==> src/rtl/ppl_pkg.sv <==
package ppl_pkg;
   typedef enum logic [1:0] {
      ST_PASS_NORM = 2'd0,
      ST_PASS_INV  = 2'd1,
      ST_HOLD      = 2'd2
   } ppl_state_e;
endpackage

==> src/rtl/ppl_step.sv <==
// Next delay code of a sweep: unit or coarse stride, clamped to the window end.
module ppl_step #(
   parameter int DLY_W       = 8,
   parameter int COARSE_STEP = 4
) (
   input  logic [DLY_W-1:0] cur,
   input  logic [DLY_W-1:0] last,
   input  logic             coarse,
   output logic [DLY_W-1:0] nxt,
   output logic             at_end
);
   localparam logic [DLY_W:0] ONE = (DLY_W+1)'(1);
   localparam logic [DLY_W:0] BIG = (DLY_W+1)'(COARSE_STEP);

   logic [DLY_W:0] stride;
   logic [DLY_W:0] sum;

   generate
      if (COARSE_STEP == 1) begin : g_unit_only
         assign stride = ONE;
         logic unused_coarse;
         assign unused_coarse = coarse;
      end else begin : g_two_rate
         assign stride = coarse ? BIG : ONE;
      end
   endgenerate

   always_comb begin
      sum = {1'b0, cur} + stride;
      if (sum > {1'b0, last}) nxt = last;
      else                    nxt = sum[DLY_W-1:0];
   end

   assign at_end = (cur >= last);
endmodule

==> src/rtl/ppl_peak.sv <==
// Running maximum of one sweep; earlier delay wins on equal counts.
module ppl_peak #(
   parameter int DLY_W = 8,
   parameter int ENG_W = 12
) (
   input  logic             clk,
   input  logic             rst_n,
   input  logic             clr,
   input  logic             smp,
   input  logic [ENG_W-1:0] cnt,
   input  logic [DLY_W-1:0] dly,
   output logic [ENG_W-1:0] inc_cnt,
   output logic [DLY_W-1:0] inc_dly
);
   logic [ENG_W-1:0] best_cnt;
   logic [DLY_W-1:0] best_dly;
   logic             take;

   assign take    = smp && (cnt > best_cnt);
   assign inc_cnt = take ? cnt : best_cnt;
   assign inc_dly = take ? dly : best_dly;

   always_ff @(posedge clk or negedge rst_n) begin
      if (!rst_n) begin
         best_cnt <= '0;
         best_dly <= '0;
      end else if (clr) begin
         best_cnt <= '0;
         best_dly <= '0;
      end else if (smp) begin
         best_cnt <= inc_cnt;
         best_dly <= inc_dly;
      end
   end
endmodule

==> src/rtl/ppl_guard.sv <==
// Post-lock watch: inspects every (ivl+1)-th sample against the peak bound.
module ppl_guard #(
   parameter int ENG_W = 12,
   parameter int SHF_W = 3,
   parameter int IVL_W = 8
) (
   input  logic             clk,
   input  logic             rst_n,
   input  logic             arm,
   input  logic [ENG_W-1:0] peak_in,
   input  logic             smp,
   input  logic [ENG_W-1:0] cnt,
   input  logic [SHF_W-1:0] shift,
   input  logic [IVL_W-1:0] ivl,
   output logic             drop
);
   logic [ENG_W-1:0] peak;
   logic [IVL_W-1:0] tick;
   logic [ENG_W-1:0] bound;
   logic             due;

   assign bound = peak - (peak >> shift);
   assign due   = (tick >= ivl);
   assign drop  = smp && due && (cnt < bound);

   always_ff @(posedge clk or negedge rst_n) begin
      if (!rst_n) begin
         peak <= '0;
         tick <= '0;
      end else if (arm) begin
         peak <= peak_in;
         tick <= '0;
      end else if (smp) begin
         tick <= due ? '0 : tick + 1'b1;
      end
   end
endmodule

==> src/rtl/phase_peak_lock.sv <==
module phase_peak_lock
   import ppl_pkg::*;
#(
   parameter int DLY_W       = 8,
   parameter int ENG_W       = 12,
   parameter int SHF_W       = 3,
   parameter int IVL_W       = 8,
   parameter int COARSE_STEP = 4
) (
   input  logic             clk,
   input  logic             rst_n,
   input  logic [ENG_W-1:0] eng_cnt,
   input  logic             eng_vld,
   input  logic [DLY_W-1:0] cal_code,
   input  logic [ENG_W-1:0] coarse_thr,
   input  logic [SHF_W-1:0] drop_shift,
   input  logic [IVL_W-1:0] recheck_ivl,
   output logic [DLY_W-1:0] dly_code,
   output logic             inv_pol,
   output logic             locked
);
   generate
      if (COARSE_STEP < 1 || COARSE_STEP >= (1 << DLY_W)) begin : g_bad_step
         $error("COARSE_STEP must lie in 1 .. 2**DLY_W-1");
      end
      if (SHF_W < 1 || SHF_W > 5) begin : g_bad_shf
         $error("SHF_W must lie in 1 .. 5");
      end
   endgenerate

   ppl_state_e       state;
   logic [ENG_W-1:0] norm_cnt;
   logic [DLY_W-1:0] norm_dly;
   logic [DLY_W-1:0] nxt_dly;
   logic             at_end;
   logic [ENG_W-1:0] inc_cnt;
   logic [DLY_W-1:0] inc_dly;
   logic             sweeping;
   logic             sweep_smp;
   logic             pass_done;
   logic             inv_wins;
   logic             drop;

   assign sweeping  = (state != ST_HOLD);
   assign sweep_smp = eng_vld && sweeping;
   assign pass_done = sweep_smp && at_end;
   assign inv_wins  = (inc_cnt > norm_cnt);
   assign locked    = (state == ST_HOLD);

   ppl_step #(.DLY_W(DLY_W), .COARSE_STEP(COARSE_STEP)) u_step (
      .cur    (dly_code),
      .last   (cal_code),
      .coarse (eng_cnt < coarse_thr),
      .nxt    (nxt_dly),
      .at_end (at_end)
   );

   ppl_peak #(.DLY_W(DLY_W), .ENG_W(ENG_W)) u_peak (
      .clk     (clk),
      .rst_n   (rst_n),
      .clr     (pass_done || drop),
      .smp     (sweep_smp),
      .cnt     (eng_cnt),
      .dly     (dly_code),
      .inc_cnt (inc_cnt),
      .inc_dly (inc_dly)
   );

   ppl_guard #(.ENG_W(ENG_W), .SHF_W(SHF_W), .IVL_W(IVL_W)) u_guard (
      .clk     (clk),
      .rst_n   (rst_n),
      .arm     (pass_done && state == ST_PASS_INV),
      .peak_in (inv_wins ? inc_cnt : norm_cnt),
      .smp     (eng_vld && locked),
      .cnt     (eng_cnt),
      .shift   (drop_shift),
      .ivl     (recheck_ivl),
      .drop    (drop)
   );

   always_ff @(posedge clk or negedge rst_n) begin
      if (!rst_n) begin
         state    <= ST_PASS_NORM;
         dly_code <= '0;
         inv_pol  <= 1'b0;
         norm_cnt <= '0;
         norm_dly <= '0;
      end else begin
         case (state)
            ST_PASS_NORM: if (eng_vld) begin
               if (at_end) begin
                  norm_cnt <= inc_cnt;
                  norm_dly <= inc_dly;
                  dly_code <= '0;
                  inv_pol  <= 1'b1;
                  state    <= ST_PASS_INV;
               end else begin
                  dly_code <= nxt_dly;
               end
            end
            ST_PASS_INV: if (eng_vld) begin
               if (at_end) begin
                  dly_code <= inv_wins ? inc_dly : norm_dly;
                  inv_pol  <= inv_wins;
                  state    <= ST_HOLD;
               end else begin
                  dly_code <= nxt_dly;
               end
            end
            default: if (drop) begin
               dly_code <= '0;
               inv_pol  <= 1'b0;
               state    <= ST_PASS_NORM;
            end
         endcase
      end
   end
endmodule

==> config.mk <==
export PLATFORM = sky130hd
export DESIGN_NAME = phase_peak_lock
export DESIGN_NICKNAME = d
export VERILOG_FILES = /design/src/rtl/ppl_pkg.sv /design/src/rtl/ppl_step.sv /design/src/rtl/ppl_peak.sv /design/src/rtl/ppl_guard.sv /design/src/rtl/phase_peak_lock.sv
export SDC_FILE = /design/constraint.sdc
export NUM_CORES = 1
export LEC_CHECK = 0
export ABC_AREA = 0
export BUFFER_PORTS_ARGS = -buffer_cell sky130_fd_sc_hd__buf_4
export CAP_MARGIN = 20
export CORE_MARGIN = 5
export CORE_UTILIZATION = 40
export CTS_BUF_LIST = sky130_fd_sc_hd__clkbuf_4 sky130_fd_sc_hd__clkbuf_8 sky130_fd_sc_hd__clkbuf_16
export CTS_CLUSTER_DIAMETER = 40
export CTS_CLUSTER_SIZE = 8
export DETAILED_ROUTE_END_ITERATION = 7
export GPL_ROUTABILITY_DRIVEN = 0
export SETUP_SLACK_MARGIN = 0.15
export SLEW_MARGIN = 20
export SYNTH_ARGS = -nofsm -noshare
export SYNTH_HDL_FRONTEND = slang
export SYNTH_HIERARCHICAL = 1
export SYNTH_SLANG_ARGS = --single-unit
==> constraint.sdc <==
create_clock -name clk -period 5.8 [get_ports clk]
set_clock_uncertainty 0.2 [all_clocks]
set_input_delay 0.58 -clock clk [delete_from_list [all_inputs] [get_ports clk]]
set_output_delay 0.58 -clock clk [all_outputs]
set_load 0.05 [all_outputs]
==> results of run 1 <==
==> placed cells by master (no fill, tap or decap), types with 13 or more instances in the layout <==
master,instances
o311ai_4,20
nand2_1,71
dfrtp_1,71
nand3_1,20
mux2_2,26
inv_1,61
nor2_1,21
ha_1,85
o21ai_1,25
buf_4,67
nand2b_1,13
o21ai_0,36
a21oi_1,43
nand4_1,29
a21o_1,15
a31oi_1,25
mux2i_1,23
==> cells in the mapped netlist (19+ instances only) <==
cell      instances
nand3_1          20
a21oi_1          43
dfrtp_1          71
o311ai_4         20
mux2i_1          23
nand2_1          71
a31oi_1          25
clkbuf_1         19
ha_1             85
nor2_1           21
nand4_1          29
inv_1            61
o21ai_0          36
mux2_2           26
o21ai_1          25
==> flip-flops by register name, summed over array words and instances (netlist names), 2 cells and up <==
register	cells
u_guard/peak	12
norm_dly	8
u_guard/tick	8
norm_cnt	12
u_peak/best_cnt	12
state	2
dly_code	8
u_peak/best_dly	8
==> power groups by stage <==
stage	Sequential (mW)	Clock (mW)	Combinational (mW)
global route	0.994	0.572	3.41
global placement	0.957	0	2.95
CTS	0.959	0.551	3.07
finish	0.961	0.540	3.08
floorplan	0.981	0	2.32
detailed placement	0.967	0	3.05
==> cell families after synthesis <==
family / count (synthesis) / share of synthesized area
buf+inv: 100 / 0.06334
compound gates: 203 / 0.2464
xor+xnor: 17 / 0.02178
simple gates: 202 / 0.1560
mux: 57 / 0.09409
flops: 71 / 0.2599
fa+ha+maj: 86 / 0.1585
==> final timing paths <==
path | from | endpoint | depth (start not counted)
setup / recovery | eng_cnt[9] | dly_code[1]$_DFFE_PN0P_ | 22
hold / removal | rst_n | u_peak/best_cnt[8]$_DFFE_PN0P_ | 1
setup reg to reg | u_guard/peak[10]$_DFFE_PN0P_ | dly_code[1]$_DFFE_PN0P_ | 16
hold reg to reg | norm_dly[7]$_DFFE_PN0P_ | norm_dly[7]$_DFFE_PN0P_ | 1
max in group asynchronous | rst_n | u_peak/best_cnt[4]$_DFFE_PN0P_ | 1
min in group clk | norm_dly[7]$_DFFE_PN0P_ | norm_dly[7]$_DFFE_PN0P_ | 1
==> stage by stage <==
step           hold WS, ps  std cells  setup slack (ps)  power (mW)
4_1_cts              220.6       1002             772.9       4.576
3_3_place_gp         290.1        986             578.9       3.907
5_1_grt              262.0       1002             654.3       4.974
3_5_place_dp         295.0        986             424.7       4.017
6_report             170.4       1002             747.7       4.577
2_1_floorplan        84.41        736              1164       3.296
==> worst max-delay path: stages <==
cell and delay (ps):
buf_4 140, ha_1 300, a21o_1 160, a21o_1 170, a221o_1 330, a31oi_1 400
inv_1 90, ha_1 210, ha_1 210, a21o_1 210, nand2_1 150, xnor2_1 120
ha_1 370, nand4_2 160, a21oi_2 220, nor4_4 80, o22ai_4 390, mux2_4 340
nand3b_1 80, a21oi_1 80, a21oi_1 170, o21ai_1 90
==> routing by layer <==
layer / vias up / GRT usage / share of wire
met4: 0 / 0.03621 / 0.011
li1: 2807 / - / -
met5: - / 0 / 0
met2: 92 / 0.2805 / 0.47
met1: 2705 / 0.2401 / 0.48
met3: 16 / 0.03014 / 0.034
==> layout make-up <==
class / count / area share
Multi-Input combinational cell: 565 / 0.6009
Sequential cell: 71 / 0.2299
Timing Repair Buffer: 67 / 0.06509
Tap cell: 220 / 0.03562
Clock buffer: 12 / 0.03449
Inverter: 63 / 0.03060
Clock inverter: 4 / 0.003400
==> flow_metrics.env, run 1 <==
export IMPL_rows=47
export IMPL_die_area_um2=19800
export IMPL_hold_buffers=0
export IMPL_cp_start_kind="primary input"
export IMPL_vias=5620
export IMPL_path_max_fanout=8
export IMPL_io_pins=56
export IMPL_place_area_um2=7435
export IMPL_gr_total_overflow=0
export IMPL_synth_top_flop_cell="dfrtp_1"
export IMPL_syn_area_per_cell_um2=9.287
export IMPL_wl_mm=17.13
export IMPL_multi_input_area_um2=4643
export IMPL_ys_ff_latch=71
export IMPL_grt_use_total=0.1720
export IMPL_clock_sinks=71
export IMPL_grt_pass1_vias=5439
export IMPL_fmax_mhz=197.9
export IMPL_cts_buffers_inserted=9
export IMPL_synth_cell_area_um2=6835
export IMPL_crit_required_ps=5810
export IMPL_async_flop_share=1.000
export IMPL_clkLatencyLatePin_ps=340
export IMPL_cp_arrival_ps=5060
export IMPL_ant_nets=0
export IMPL_dr_pass1_iters=5
export IMPL_area_delta_synth_final_pct=13.05
export IMPL_h_tree_depth=3
export IMPL_port_buffers=55
export IMPL_post_cts_resized=0
export IMPL_r2r_setup_slack_ps=1070
export IMPL_irDropWorstVdd_mv=0.2813
export IMPL_vias_per_cell=5.609
export IMPL_layout_nets=909
export IMPL_internal_power_mw=2.349
export IMPL_switching_share=0.4869
export IMPL_antenna_found_initial=0
export IMPL_final_area_um2=7727
export IMPL_p_leak_nw=3.516
export IMPL_yosys_warnings=6
export IMPL_synth_nets=868
export IMPL_drive_gt1_frac=0.2046
export IMPL_p_clk_frac=0.118
export IMPL_finalHoldViolations=0
export IMPL_powerDensity_nw_per_um2=592.4
export IMPL_grt_max_degree=72
export IMPL_seq_area_um2=1777
export IMPL_clockBufferDepth=2
export IMPL_avgRoutedWirePerCell_um=17.10
export IMPL_start_util=0.4093
export IMPL_critPathKind="primary input to flop"
export IMPL_slew_headroom=0.2899
export IMPL_yosysTopAreaCell="dfrtp_1"
export IMPL_grt_setup_unrepaired="false"
export IMPL_synth_edf_count=0
export IMPL_path_clk_slew_ps=50
export IMPL_fin_tns_setup_ps=0
export IMPL_post_route_period_util=0.8711
export IMPL_setup_viol=0
export IMPL_netlist_area_leader_share=0.2599
export IMPL_finalMaxSlewViolations=0
export IMPL_die_y_um=140.7
export IMPL_clockRootBuffer="clkbuf_16"
export IMPL_post_route_min_period_ps=5052
export IMPL_cts_tree="yes"
export IMPL_hold_path_class="primary input to asynchronous set/reset pin"
export IMPL_nFillCells=1595
export IMPL_drt_iter0_drc=324
export IMPL_synth_cell_types=63
export IMPL_insertedDiodeCount=0
export IMPL_run_status="finished clean"
export IMPL_grt_pass1_wl_mm=27.99
export IMPL_power_switching_mw=2.229
export IMPL_post_cts_buffers=0
export IMPL_synth_cells=736
export IMPL_hpwl_mm=13.00
export IMPL_p_seq_frac=0.210
export IMPL_tightest_slew_ps=1065
export IMPL_yosysSeqAreaShare=0.2599
export IMPL_dieWidth_um=140.7
export IMPL_combPwrFrac=0.672
export IMPL_coreArea_um2=16700
export IMPL_maxCapViolCount=0
export IMPL_synth_area_leaders="dfrtp_1 (26%), ha_1 (16%), o311ai_4 (7.7%)"
export IMPL_utilization=0.4627
export IMPL_critPathCaptureType="flop"
export IMPL_drt_drc_violations_left=0
No activity file was read; power rests on OpenSTA's default activity.
==> inputs of run 2 (changes only) <==
- CAP_MARGIN: 20 -> 5
- MAX_ROUTING_LAYER: default -> met4
==> run 2 against run 1 <==
  * Combinational power about the same
  * Hold slack improved by 4.3 ps
  * Final area unchanged
  * Register-to-register slack is essentially flat
  * Flip-flop and latch count stayed put
  * Wire length is essentially flat
  * Maximum frequency is essentially flat
  * Via count increased by 0.85%
  * Clock-buffer cell count stayed put
  * Setup slack got worse by 0.88 ps
  * First-iteration DRC count increased by 9.6%
==> flow_metrics.env, run 2 (synthesized netlist as in run 1, its figures left out) <==
export IMPL_io_pins=56
export IMPL_vias=5668
export IMPL_dieWidth_um=140.7
export IMPL_drt_drc_violations_left=0
export IMPL_nFillCells=1595
export IMPL_dr_pass1_iters=5
export IMPL_coreArea_um2=16700
export IMPL_post_route_period_util=0.8712
export IMPL_drive_gt1_frac=0.2046
export IMPL_crit_chain="buf_4, ha_1, a21o_1, a21o_1, a221o_1, a31oi_1, inv_1, ha_1, ha_1, a21o_1, nand2_1, xnor2_1, ha_1, nand4_2, a21oi_2, nor4_4, o22ai_4, mux2_4, nand3b_1, a21oi_1, a21oi_1, o21ai_1"
export IMPL_cts_tree="yes"
export IMPL_finalMaxSlewViolations=0
export IMPL_grt_pass1_wl_mm=27.96
export IMPL_seq_area_um2=1777
export IMPL_cp_start_kind="primary input"
export IMPL_area_delta_synth_final_pct=13.05
export IMPL_grt_setup_unrepaired="false"
export IMPL_reg_top3="norm_cnt x12, u_guard/peak x12, u_peak/best_cnt x12"
export IMPL_p_leak_nw=3.516
export IMPL_wl_mm=17.15
export IMPL_drt_iter0_drc=355
export IMPL_vias_per_cell=5.657
export IMPL_fmax_mhz=197.9
export IMPL_rows=47
export IMPL_hpwl_mm=13.00
export IMPL_dp_slack_ps=424.7
export IMPL_h_tree_depth=3
export IMPL_grt_pass1_vias=5454
export IMPL_p_seq_frac=0.210
export IMPL_cpPeakStageDelay_ps=400
export IMPL_hold_path_class="primary input to asynchronous set/reset pin"
export IMPL_holdWs_ps=174.6
export IMPL_maxCapViolCount=0
export IMPL_crit_start="eng_cnt[9]"
export IMPL_m1WireLength_mm=8.196
export IMPL_avgRoutedWirePerCell_um=17.11
export IMPL_final_area_um2=7727
export IMPL_setup_viol=0
export IMPL_port_buffers=55
export IMPL_grt_use_total=0.1768
export IMPL_cp_arrival_ps=5060
export IMPL_tightest_slew_ps=1065
export IMPL_fin_ws_ps=746.8
export IMPL_hold_buffers=0
export IMPL_path_clk_slew_ps=50
export IMPL_clockRootBuffer="clkbuf_16"
export IMPL_internal_power_mw=2.349
export IMPL_slew_headroom=0.2903
export IMPL_antenna_found_initial=0
export IMPL_irDropWorstVdd_mv=0.2814
export IMPL_post_route_min_period_ps=5053
export IMPL_crit_top_cell="ha_1"
export IMPL_grt_max_degree=72
export IMPL_clkLatencyLatePin_ps=340
export IMPL_combPwrFrac=0.672
export IMPL_switching_share=0.4867
export IMPL_wl_met3_um=702
export IMPL_path_max_fanout=8
export IMPL_multi_input_area_um2=4643
export IMPL_place_area_um2=7435
export IMPL_reg2reg_from="u_guard/peak[10]$_DFFE_PN0P_"
export IMPL_critPathCaptureType="flop"
export IMPL_post_cts_buffers=0
export IMPL_insertedDiodeCount=0
export IMPL_crit_family="compound AO/OA/AOI/OAI gates"
export IMPL_final_common_cell="ha_1"
export IMPL_powerDensity_nw_per_um2=592.1
export IMPL_p_clk_frac=0.118
export IMPL_fin_tns_setup_ps=0
export IMPL_die_y_um=140.7
export IMPL_critPathKind="primary input to flop"
export IMPL_crit_required_ps=5810
export IMPL_power_switching_mw=2.227
export IMPL_clock_sinks=71
export IMPL_top_layer_used="met4"
export IMPL_run_status="finished clean"
export IMPL_r2r_setup_slack_ps=1060
export IMPL_cts_buffers_inserted=9
export IMPL_layout_nets=909
export IMPL_post_cts_resized=0
export IMPL_clockBufferDepth=2
export IMPL_met2_length_mm=8.122
export IMPL_die_area_um2=19800
export IMPL_layout_common_cells="ha_1 (85), nand2_1 (71), dfrtp_1 (71)"
export IMPL_gr_total_overflow=0
export IMPL_start_util=0.4093
export IMPL_cp_slowest_cell="a31oi_1"
export IMPL_path_buf_inv=2
export IMPL_finalHoldViolations=0
export IMPL_ant_nets=0
run 2: cell counts in the layout (fill, tap and decap cells not counted):
Identical to the previous run, type by type.
run 2: power groups by stage:
stage | clock [mW] | sequential [mW] | combinational (mW)
final | 0.538 | 0.961 | 3.08
after global routing | 0.573 | 0.994 | 3.41
after CTS | 0.551 | 0.959 | 3.07
after detailed placement | 0 | 0.967 | 3.05
after global placement | 0 | 0.957 | 2.95
after floorplan | 0 | 0.981 | 2.32
run 2: cell type report:
type                       instances  share of cell area
clock buffer                      12             0.03449
clock inverter                     4            0.003400
inverter                          63             0.03060
multi-input combinational        565              0.6009
sequential                        71              0.2299
tap                              220             0.03562
timing repair buffer              67             0.06509
run 2: per-layer routing:
layer  GRT usage  vias to the layer above
met5           -                        -
met4     0.02856                        0
met3     0.03420                       10
met2      0.2805                      123
met1      0.2399                     2734
li1            -                     2801
run 2: path summary, 6_finish.rpt:
kind                                                        to  depth (start not counted)
worst max register to register         dly_code[1]$_DFFE_PN0P_                         16
min in group clk                       norm_dly[4]$_DFFE_PN0P_                          1
worst min-delay path            u_peak/best_cnt[8]$_DFFE_PN0P_                          1
max in group asynchronous       u_peak/best_cnt[4]$_DFFE_PN0P_                          1
worst min register to register         norm_dly[4]$_DFFE_PN0P_                          1
worst max-delay path                   dly_code[1]$_DFFE_PN0P_                         22
run 2: metrics by stage:
stage                       util  instances  total power [mW]
final                     0.4627       1002             4.576
after detailed placement  0.4452        986             4.017
after CTS                 0.4627       1002             4.576
after floorplan                -        736             3.296
after global routing      0.4627       1002             4.975
after global placement    0.4452        986             3.907
